[src/rtl/blkx_pkg.sv]
package blkx_pkg;

   typedef enum logic [1:0] {
      ST_IDLE = 2'd0,
      ST_RUN  = 2'd1,
      ST_DONE = 2'd2
   } seq_state_t;

   // clears the lowest set bit of a mask
   function automatic logic [63:0] drop_lowest(input logic [63:0] v);
      return v & (v - 64'd1);
   endfunction

endpackage

[src/rtl/blkx_popcount.sv]
module blkx_popcount #(
   parameter int W  = 16,
   parameter int CW = $clog2(W + 1)
) (
   input  logic [W-1:0]  vec_i,
   output logic [CW-1:0] count_o
);
   logic [CW-1:0] partial [0:W];

   assign partial[0] = '0;
   for (genvar g = 0; g < W; g++) begin : g_sum
      assign partial[g+1] = partial[g] + CW'(vec_i[g]);
   end
   assign count_o = partial[W];
endmodule

[src/rtl/blkx_lowest_set.sv]
module blkx_lowest_set #(
   parameter int W      = 16,
   parameter int IW     = (W > 1) ? $clog2(W) : 1,
   parameter int ISOLATE = 1
) (
   input  logic [W-1:0]  vec_i,
   output logic [IW-1:0] idx_o,
   output logic          any_o
);
   assign any_o = |vec_i;

   if (ISOLATE != 0) begin : g_isolate
      logic [W-1:0] one_hot;
      assign one_hot = vec_i & (~vec_i + W'(1));
      always_comb begin
         idx_o = '0;
         for (int i = 0; i < W; i++) begin
            if (one_hot[i]) idx_o = idx_o | IW'(i);
         end
      end
   end else begin : g_scan
      always_comb begin
         idx_o = '0;
         for (int i = W - 1; i >= 0; i--) begin
            if (vec_i[i]) idx_o = IW'(i);
         end
      end
   end
endmodule

[src/rtl/blkx_addr_gen.sv]
module blkx_addr_gen #(
   parameter int AW      = 32,
   parameter int CW      = 5,
   parameter int STEP_SH = 2
) (
   input  logic [AW-1:0] base_i,
   input  logic [CW-1:0] count_i,
   input  logic          pre_i,
   input  logic          up_i,
   output logic [AW-1:0] first_o,
   output logic [AW-1:0] final_o
);
   localparam logic [AW-1:0] STEP = AW'(1) << STEP_SH;

   logic [AW-1:0] span;
   assign span = AW'(count_i) << STEP_SH;

   always_comb begin
      if (up_i) begin
         final_o = base_i + span;
         first_o = pre_i ? base_i + STEP : base_i;
      end else begin
         final_o = base_i - span;
         first_o = pre_i ? final_o : final_o + STEP;
      end
   end
endmodule

[src/rtl/blkx_seq.sv]
module blkx_seq #(
   parameter int NUM_REGS   = 16,
   parameter int ADDR_W     = 32,
   parameter int WORD_BYTES = 4,
   parameter int FIND_ISOLATE = 1,
   localparam int IDX_W   = (NUM_REGS > 1) ? $clog2(NUM_REGS) : 1,
   localparam int CNT_W   = $clog2(NUM_REGS + 1),
   localparam int STEP_SH = $clog2(WORD_BYTES)
) (
   input  logic              clk,
   input  logic              rst_n,
   input  logic              start_i,
   input  logic [NUM_REGS-1:0] reg_list_i,
   input  logic [ADDR_W-1:0] base_i,
   input  logic              pre_i,
   input  logic              up_i,
   input  logic              wb_i,
   input  logic              mem_rdy_i,
   output logic              busy_o,
   output logic              acc_valid_o,
   output logic [IDX_W-1:0]  acc_idx_o,
   output logic [ADDR_W-1:0] acc_addr_o,
   output logic              done_o,
   output logic [ADDR_W-1:0] new_base_o,
   output logic              base_we_o
);
   import blkx_pkg::*;

   localparam logic [ADDR_W-1:0] STEP = ADDR_W'(WORD_BYTES);

   if (NUM_REGS < 1 || NUM_REGS > 64) begin : g_chk_regs
      $error("NUM_REGS must lie in 1..64");
   end
   if ((1 << STEP_SH) != WORD_BYTES) begin : g_chk_word
      $error("WORD_BYTES must be a power of two");
   end
   if (ADDR_W <= STEP_SH + CNT_W) begin : g_chk_addr
      $error("ADDR_W too narrow for the block span");
   end

   seq_state_t          state_q;
   logic [NUM_REGS-1:0] pend_q;
   logic [ADDR_W-1:0]   addr_q;
   logic [ADDR_W-1:0]   fin_q;
   logic                wb_q;

   logic [CNT_W-1:0]    sel_count;
   logic [ADDR_W-1:0]   first_addr;
   logic [ADDR_W-1:0]   final_base;
   logic [IDX_W-1:0]    cur_idx;
   logic                pend_any;
   logic [NUM_REGS-1:0] pend_next;

   blkx_popcount #(.W(NUM_REGS), .CW(CNT_W)) u_count (
      .vec_i   (reg_list_i),
      .count_o (sel_count)
   );

   blkx_addr_gen #(.AW(ADDR_W), .CW(CNT_W), .STEP_SH(STEP_SH)) u_addr (
      .base_i  (base_i),
      .count_i (sel_count),
      .pre_i   (pre_i),
      .up_i    (up_i),
      .first_o (first_addr),
      .final_o (final_base)
   );

   blkx_lowest_set #(.W(NUM_REGS), .IW(IDX_W), .ISOLATE(FIND_ISOLATE)) u_find (
      .vec_i (pend_q),
      .idx_o (cur_idx),
      .any_o (pend_any)
   );

   assign pend_next = NUM_REGS'(drop_lowest(64'(pend_q)));

   always_ff @(posedge clk or negedge rst_n) begin
      if (!rst_n) begin
         state_q <= ST_IDLE;
         pend_q  <= '0;
         addr_q  <= '0;
         fin_q   <= '0;
         wb_q    <= 1'b0;
      end else begin
         case (state_q)
            ST_IDLE: begin
               if (start_i) begin
                  pend_q  <= reg_list_i;
                  addr_q  <= first_addr;
                  fin_q   <= wb_i ? final_base : base_i;
                  wb_q    <= wb_i;
                  state_q <= (|reg_list_i) ? ST_RUN : ST_DONE;
               end
            end
            ST_RUN: begin
               if (mem_rdy_i) begin
                  pend_q <= pend_next;
                  addr_q <= addr_q + STEP;
                  if (pend_next == '0) state_q <= ST_DONE;
               end
            end
            ST_DONE: state_q <= ST_IDLE;
            default: state_q <= ST_IDLE;
         endcase
      end
   end

   assign busy_o      = (state_q != ST_IDLE);
   assign acc_valid_o = (state_q == ST_RUN) && pend_any;
   assign acc_idx_o   = cur_idx;
   assign acc_addr_o  = addr_q;
   assign done_o      = (state_q == ST_DONE);
   assign new_base_o  = fin_q;
   assign base_we_o   = done_o && wb_q;
endmodule

[config.mk]
export PLATFORM = sky130hd
export DESIGN_NAME = blkx_seq
export DESIGN_NICKNAME = d
export VERILOG_FILES = /design/src/rtl/blkx_pkg.sv /design/src/rtl/blkx_popcount.sv /design/src/rtl/blkx_lowest_set.sv /design/src/rtl/blkx_addr_gen.sv /design/src/rtl/blkx_seq.sv
export SDC_FILE = /design/constraint.sdc
export NUM_CORES = 1
export LEC_CHECK = 0
export ABC_CLOCK_PERIOD_IN_PS = 3200
export BUFFER_PORTS_ARGS = -buffer_cell sky130_fd_sc_hd__buf_2
export CORE_MARGIN = 1.5
export CORE_UTILIZATION = 59
export DETAILED_ROUTE_END_ITERATION = 10
export PLACE_DENSITY = 0.83
export RECOVER_POWER = 100
export SYNTH_ARGS = -nofsm -noshare
export SYNTH_HDL_FRONTEND = slang
export SYNTH_SLANG_ARGS = --single-unit
[constraint.sdc]
create_clock -name clk -period 3.2 [get_ports clk]
set_clock_uncertainty 0.15 [all_clocks]
set_input_delay 0.32 -clock clk [delete_from_list [all_inputs] [get_ports clk]]
set_output_delay 0.32 -clock clk [all_outputs]
set_load 0.02 [all_outputs]
==> metrics.md, run 1 <==
| Metric | Value |
|---|---|
| Initial antenna violation count | `1` |
| Cell taking the most area after synthesis | `dfrtp_1` |
| Most frequent cell after synthesis | `nand2_1` |
| Placer congestion estimate | `1.01` |
| Sequential cell area fraction in the yosys report | `25.9%` |
| Stop err | `[ERROR GRT-0232] Routing congestion too high. Check the congestion heatmap in the GUI.` |
| Cts hold-fix bufs | `0` |
| Mapped Cells | `1095` |
| Cell variety after synth | `73` |
| Die W | `120 µm` |
| Average cell area after synthesis | `7.33 µm²` |
| Largest net degree at the start of global routing | `84` |
| Setup WS pre-CTS | `-3.66 ns` |
| Post-synthesis net count | `1183` |
| Status | `stopped before the end` |
| Ys flop type | `dfrtp_1` |
| CTS Buf Count | `9` |
| Register bit total from synthesis | `83` |
| Die H | `120 µm` |
| All-layer global routing usage | `81.8%` |
| Number of synthesized flops with an enable pin | `0` |
| Post-DP Area | `10200 µm²` |
| Post-synth top area share | `25.9%` |
| Placed cells | `1493` |
| Overflow after GRT | `103` |
| Synth cell count leaders | `140 x nand2_1, 111 x o21ai_0, 93 x nor2_1, 83 x dfrtp_1, 79 x a21oi_1` |
| Port bufs | `126` |
| Worst EP kind | `register data pin` |
| Ranking of synthesized cells by area | `dfrtp_1 26%, o21ai_0 6.9%, nand2_1 6.5%` |
| GR repair worst EP | `acc_addr_o[27]$_DFFE_PN0P_/D` |
| Io pins | `127` |
| H-tree lvl count | `3` |
| Hpwl dp | `23100 µm` |
| Ys Warns | `0` |
| CTS Buffer Depth | `2` |
| Asr flop ratio synth | `100%` |
| # rows | `42` |
| Initial Util | `60.6%` |
| Clock sink total | `83` |
| Clk root buf | `clkbuf_16` |
| Halt point of the flow | `global routing` |
| Mapped Area | `8030 µm²` |
==> metal layers <==
| layer | GRT usage (%) | GRT overflow |
|---|---|---|
| met4 | 79.8 | 48 |
| met5 | 34.9 | 0 |
| met2 | 96.4 | 51 |
| met3 | 66.3 | 1 |
| met1 | 84.1 | 3 |
==> kinds of logic after synthesis <==
logic type,Yosys count,synth area share (%)
AO/OA/AOI/OAI,315,24.1
XOR/XNOR,83,9.15
flip-flops,83,25.9
AND/OR/NAND/NOR,443,26.9
adder cells (fa/ha/maj),34,6.39
multiplexers,11,1.60
buffers and inverters,126,6.01
==> through the flow <==
step                      utilization [%]  hold WS [ns]  setup TNS, ns
after floorplan                         -        -0.126        -138.53
after global placement               76.9         0.303        -171.05
after detailed placement             76.9         0.308        -178.08
after CTS                            86.3        0.0286        -146.37
==> what timing repair did <==
action / CTS
pin swaps: 79
resized for setup: 171
gates cloned: 0
setup buffers: 22
setup endpoints to repair: 60
==> inputs of run 2 (changes only) <==
--- a/config.mk
+++ b/config.mk
@@ -8,9 +8,9 @@
 export ABC_CLOCK_PERIOD_IN_PS = 3200
 export BUFFER_PORTS_ARGS = -buffer_cell sky130_fd_sc_hd__buf_2
 export CORE_MARGIN = 1.5
-export CORE_UTILIZATION = 59
+export CORE_UTILIZATION = 40
 export DETAILED_ROUTE_END_ITERATION = 10
-export PLACE_DENSITY = 0.83
+export PLACE_DENSITY_LB_ADDON = 0.15
 export RECOVER_POWER = 100
 export SYNTH_ARGS = -nofsm -noshare
 export SYNTH_HDL_FRONTEND = slang
==> metrics.md, run 2 <==
| Metric | Value |
|---|---|
| CTS Buffer Depth | `2` |
| Worst path cell trace | `buf_8 -> fa_1 -> inv_2 -> fa_1 -> fa_1 -> fa_1 -> fa_2 -> fa_2 -> nor2b_1 -> o21a_2 -> inv_2 -> ha_4 -> or4_4 -> or3_4 -> or3_4 -> a22oi_2 -> o2111ai_4 -> or4_4 -> buf_4 -> nor4_4 -> xnor2_1 -> o21ai_1` |
| Largest net degree at the start of global routing | `69` |
| Clock Latency Late Sink | `0.36 ns` |
| Mapped Area | `8030 µm²` |
| RSZ-0062 raised after global routing | `true` |
| Drc violations | `0` |
| Cell taking the most area after synthesis | `dfrtp_1` |
| Critical Path Max Stage Delay | `0.55 ns` |
| Core area | `19600 µm²` |
| Post-synthesis net count | `1183` |
| HP Class | `primary input to register` |
| Crit path DAT | `6.40 ns` |
| CTS tree | `yes` |
| Number of maximum-capacitance violations | `1` |
| Slowest CP cell | `fa_1` |
| Final hold viol count | `0` |
| H-tree lvl count | `3` |
| Total length of routed wires | `31500 µm` |
| Average cell area after synthesis | `7.33 µm²` |
| Failing checks | `capacitance limit, slew limit, setup timing` |
| Layout area overhead | `48.3%` |
| Placer congestion estimate | `0.959` |
| TritonRoute pass-1 iters | `5` |
| Worst hold slack | `0.0193 ns` |
| Initial antenna violation count | `0` |
| PD cells | `903 nW/µm²` |
| All-layer global routing usage | `30.1%` |
| Post-route ant nets | `0` |
| Total number of vias | `9411` |
| Ys flop type | `dfrtp_1` |
| Vias in the first global route | `8803` |
| # diodes | `0` |
| Minimum clock period | `6.31 ns` |
| Critical path fanouts, max | `3` |
| Maximum vdd drop | `657 µV` |
| CP most frequent cell | `fa_1` |
| Port bufs | `126` |
| Register bit total from synthesis | `83` |
| Asr flop ratio synth | `100%` |
| Fillers | `1779` |
| Final worst slack | `-3.11 ns` |
| # rows | `51` |
| Die H | `145 µm` |
| Fin cells | `1628` |
| Clk slew on worst S/H paths | `0.08 ns` |
| Mapped Cells | `1095` |
| Die W | `145 µm` |
| Sequential cell area fraction in the yosys report | `25.9%` |
| Placed cells | `1588` |
| Slew @ Worst Pin | `2.27 ns` |
| Setup tns final | `-145.68 ns` |
| Ranking of synthesized cells by area | `dfrtp_1 26%, o21ai_0 6.9%, nand2_1 6.5%` |
| Fmax | `0.159 GHz` |
| Share of layout cells above drive strength 1 | `34.5%` |
| CTS Buf Count | `9` |
| Initial Util | `41.0%` |
| Final Slew Violations | `41` |
| Status | `finished, violations left` |
| P_leak | `4.85 nW` |
| Clock sink total | `83` |
| Crit path kind | `primary input to register` |
| Nets | `1446` |
| Wire per inst | `19.3 µm` |
| Ys Warns | `0` |
| Commonest non-fill, non-tap cells in the layout | `153 x buf_4, 130 x nand2_1, 83 x dfrtp_1` |
| Hpwl dp | `23200 µm` |
| Most frequent cell after synthesis | `nand2_1` |
| Commonest non-fill, non-tap cell in the layout | `buf_4` |
| Worst r2r src | `state_q[0]` |
| Fin crit share | `197%` |
| Cell variety after synth | `73` |
| Slew headroom | `-51.6%` |
| Io pins | `127` |
| DR iter-0 viols | `920` |
| Die area | `20900 µm²` |
| Crit. End Element | `register` |
| Number of synthesized flops with an enable pin | `0` |
| HP Start | `base_i[0]` |
| CP startpoint kind | `primary input` |
| Via density | `5.78` |
| Final setup viols | `60` |
| Synth cell count leaders | `140 x nand2_1, 111 x o21ai_0, 93 x nor2_1, 83 x dfrtp_1, 79 x a21oi_1` |
| CP required | `3.29 ns` |
| Critical Path Source | `reg_list_i[7]` |
| Post-synth top area share | `25.9%` |
| First-pass GRT wire length | `48300 µm` |
| Clk root buf | `clkbuf_16` |
| Overflow after GRT | `0` |
run 2: cell counts after synthesis:
Identical to the previous run, type by type.
run 2: metrics by stage:
stage                     utilization (%)  cell area (µm²)  power (mW)  setup slack [ns]
after CTS                            59.2            11600        10.5             -3.14
after detailed placement             52.9            10400        8.56             -3.61
after floorplan                         -             8340        6.10             -3.23
after global routing                 60.8            11900        11.5             -3.33
final                                60.8            11900        10.8             -3.11
after global placement               52.9            10400        8.48             -3.51
run 2: worst max-delay path, delay by kind of cell:
kind | cells | cell delay, ns
fa+ha+maj | 7 | 2.87
simple gates | 6 | 1.96
compound gates | 4 | 0.69
buf+inv | 4 | 0.38
xor+xnor | 1 | 0.16
run 2: cell families after synthesis:
group           count (synthesis)  share of synthesized area (%)
buf+inv                       126                           6.01
mux                            11                           1.60
fa+ha+maj                      34                           6.39
xor+xnor                       83                           9.15
simple gates                  443                           26.9
flops                          83                           25.9
compound gates                315                           24.1
run 2: path summary, 6_finish.rpt:
check	slack, ns	end	cells after the start
hold reg to reg	0.33	new_base_o[13]	1
setup reg to reg	0.05	new_base_o[13]	6
setup / recovery	-3.11	acc_addr_o[25]	22
min in group asynchronous	1.03	pend_q[3]	2
hold / removal	0.02	acc_addr_o[0]	3
max in group asynchronous	0.38	acc_addr_o[24]	3
run 2: final cells by class:
type                    count  area [µm²]  area share [%]
flip-flops and latches     83        2080            17.4
clock buffers               9         225            1.89
multi-input cells         886        6780            57.0
inverters                  52         208            1.74
well taps                 265         332            2.78
clock inverters             7        58.8           0.494
repair buffers            326        2230            18.7
run 2: where the power goes:
| part | leakage, nW | internal [mW] | total (mW) | switching, mW |
|---|---|---|---|---|
| sequential | 0.989 | 1.56 | 2.12 | 0.559 |
| clock | 0.133 | 0.540 | 1.06 | 0.522 |
| combinational | 3.73 | 3.24 | 7.58 | 4.34 |
run 2: layer usage:
| metal | routed length, µm | GRT usage [%] | share of wire, % |
|---|---|---|---|
| met1 | 13800 | 42.3 | 44 |
| met2 | 14200 | 46.7 | 45 |
| met3 | 2400 | 4.08 | 7.6 |
| met4 | 1040 | 12.0 | 3.3 |
| met5 | 0 | 0 | 0 |
run 2: repair_timing:
| item | in CTS | in global routing |
|---|---|---|
| endpoints found under the hold margin | 38 | 0 |
| setup buffers | 27 | 14 |
| setup endpoints to repair | 60 | 62 |
| gates resized for setup | 174 | 88 |
| hold buffers | 1 | 0 |
| pin swaps | 93 | 62 |
Power figures use the tool's default switching activity.
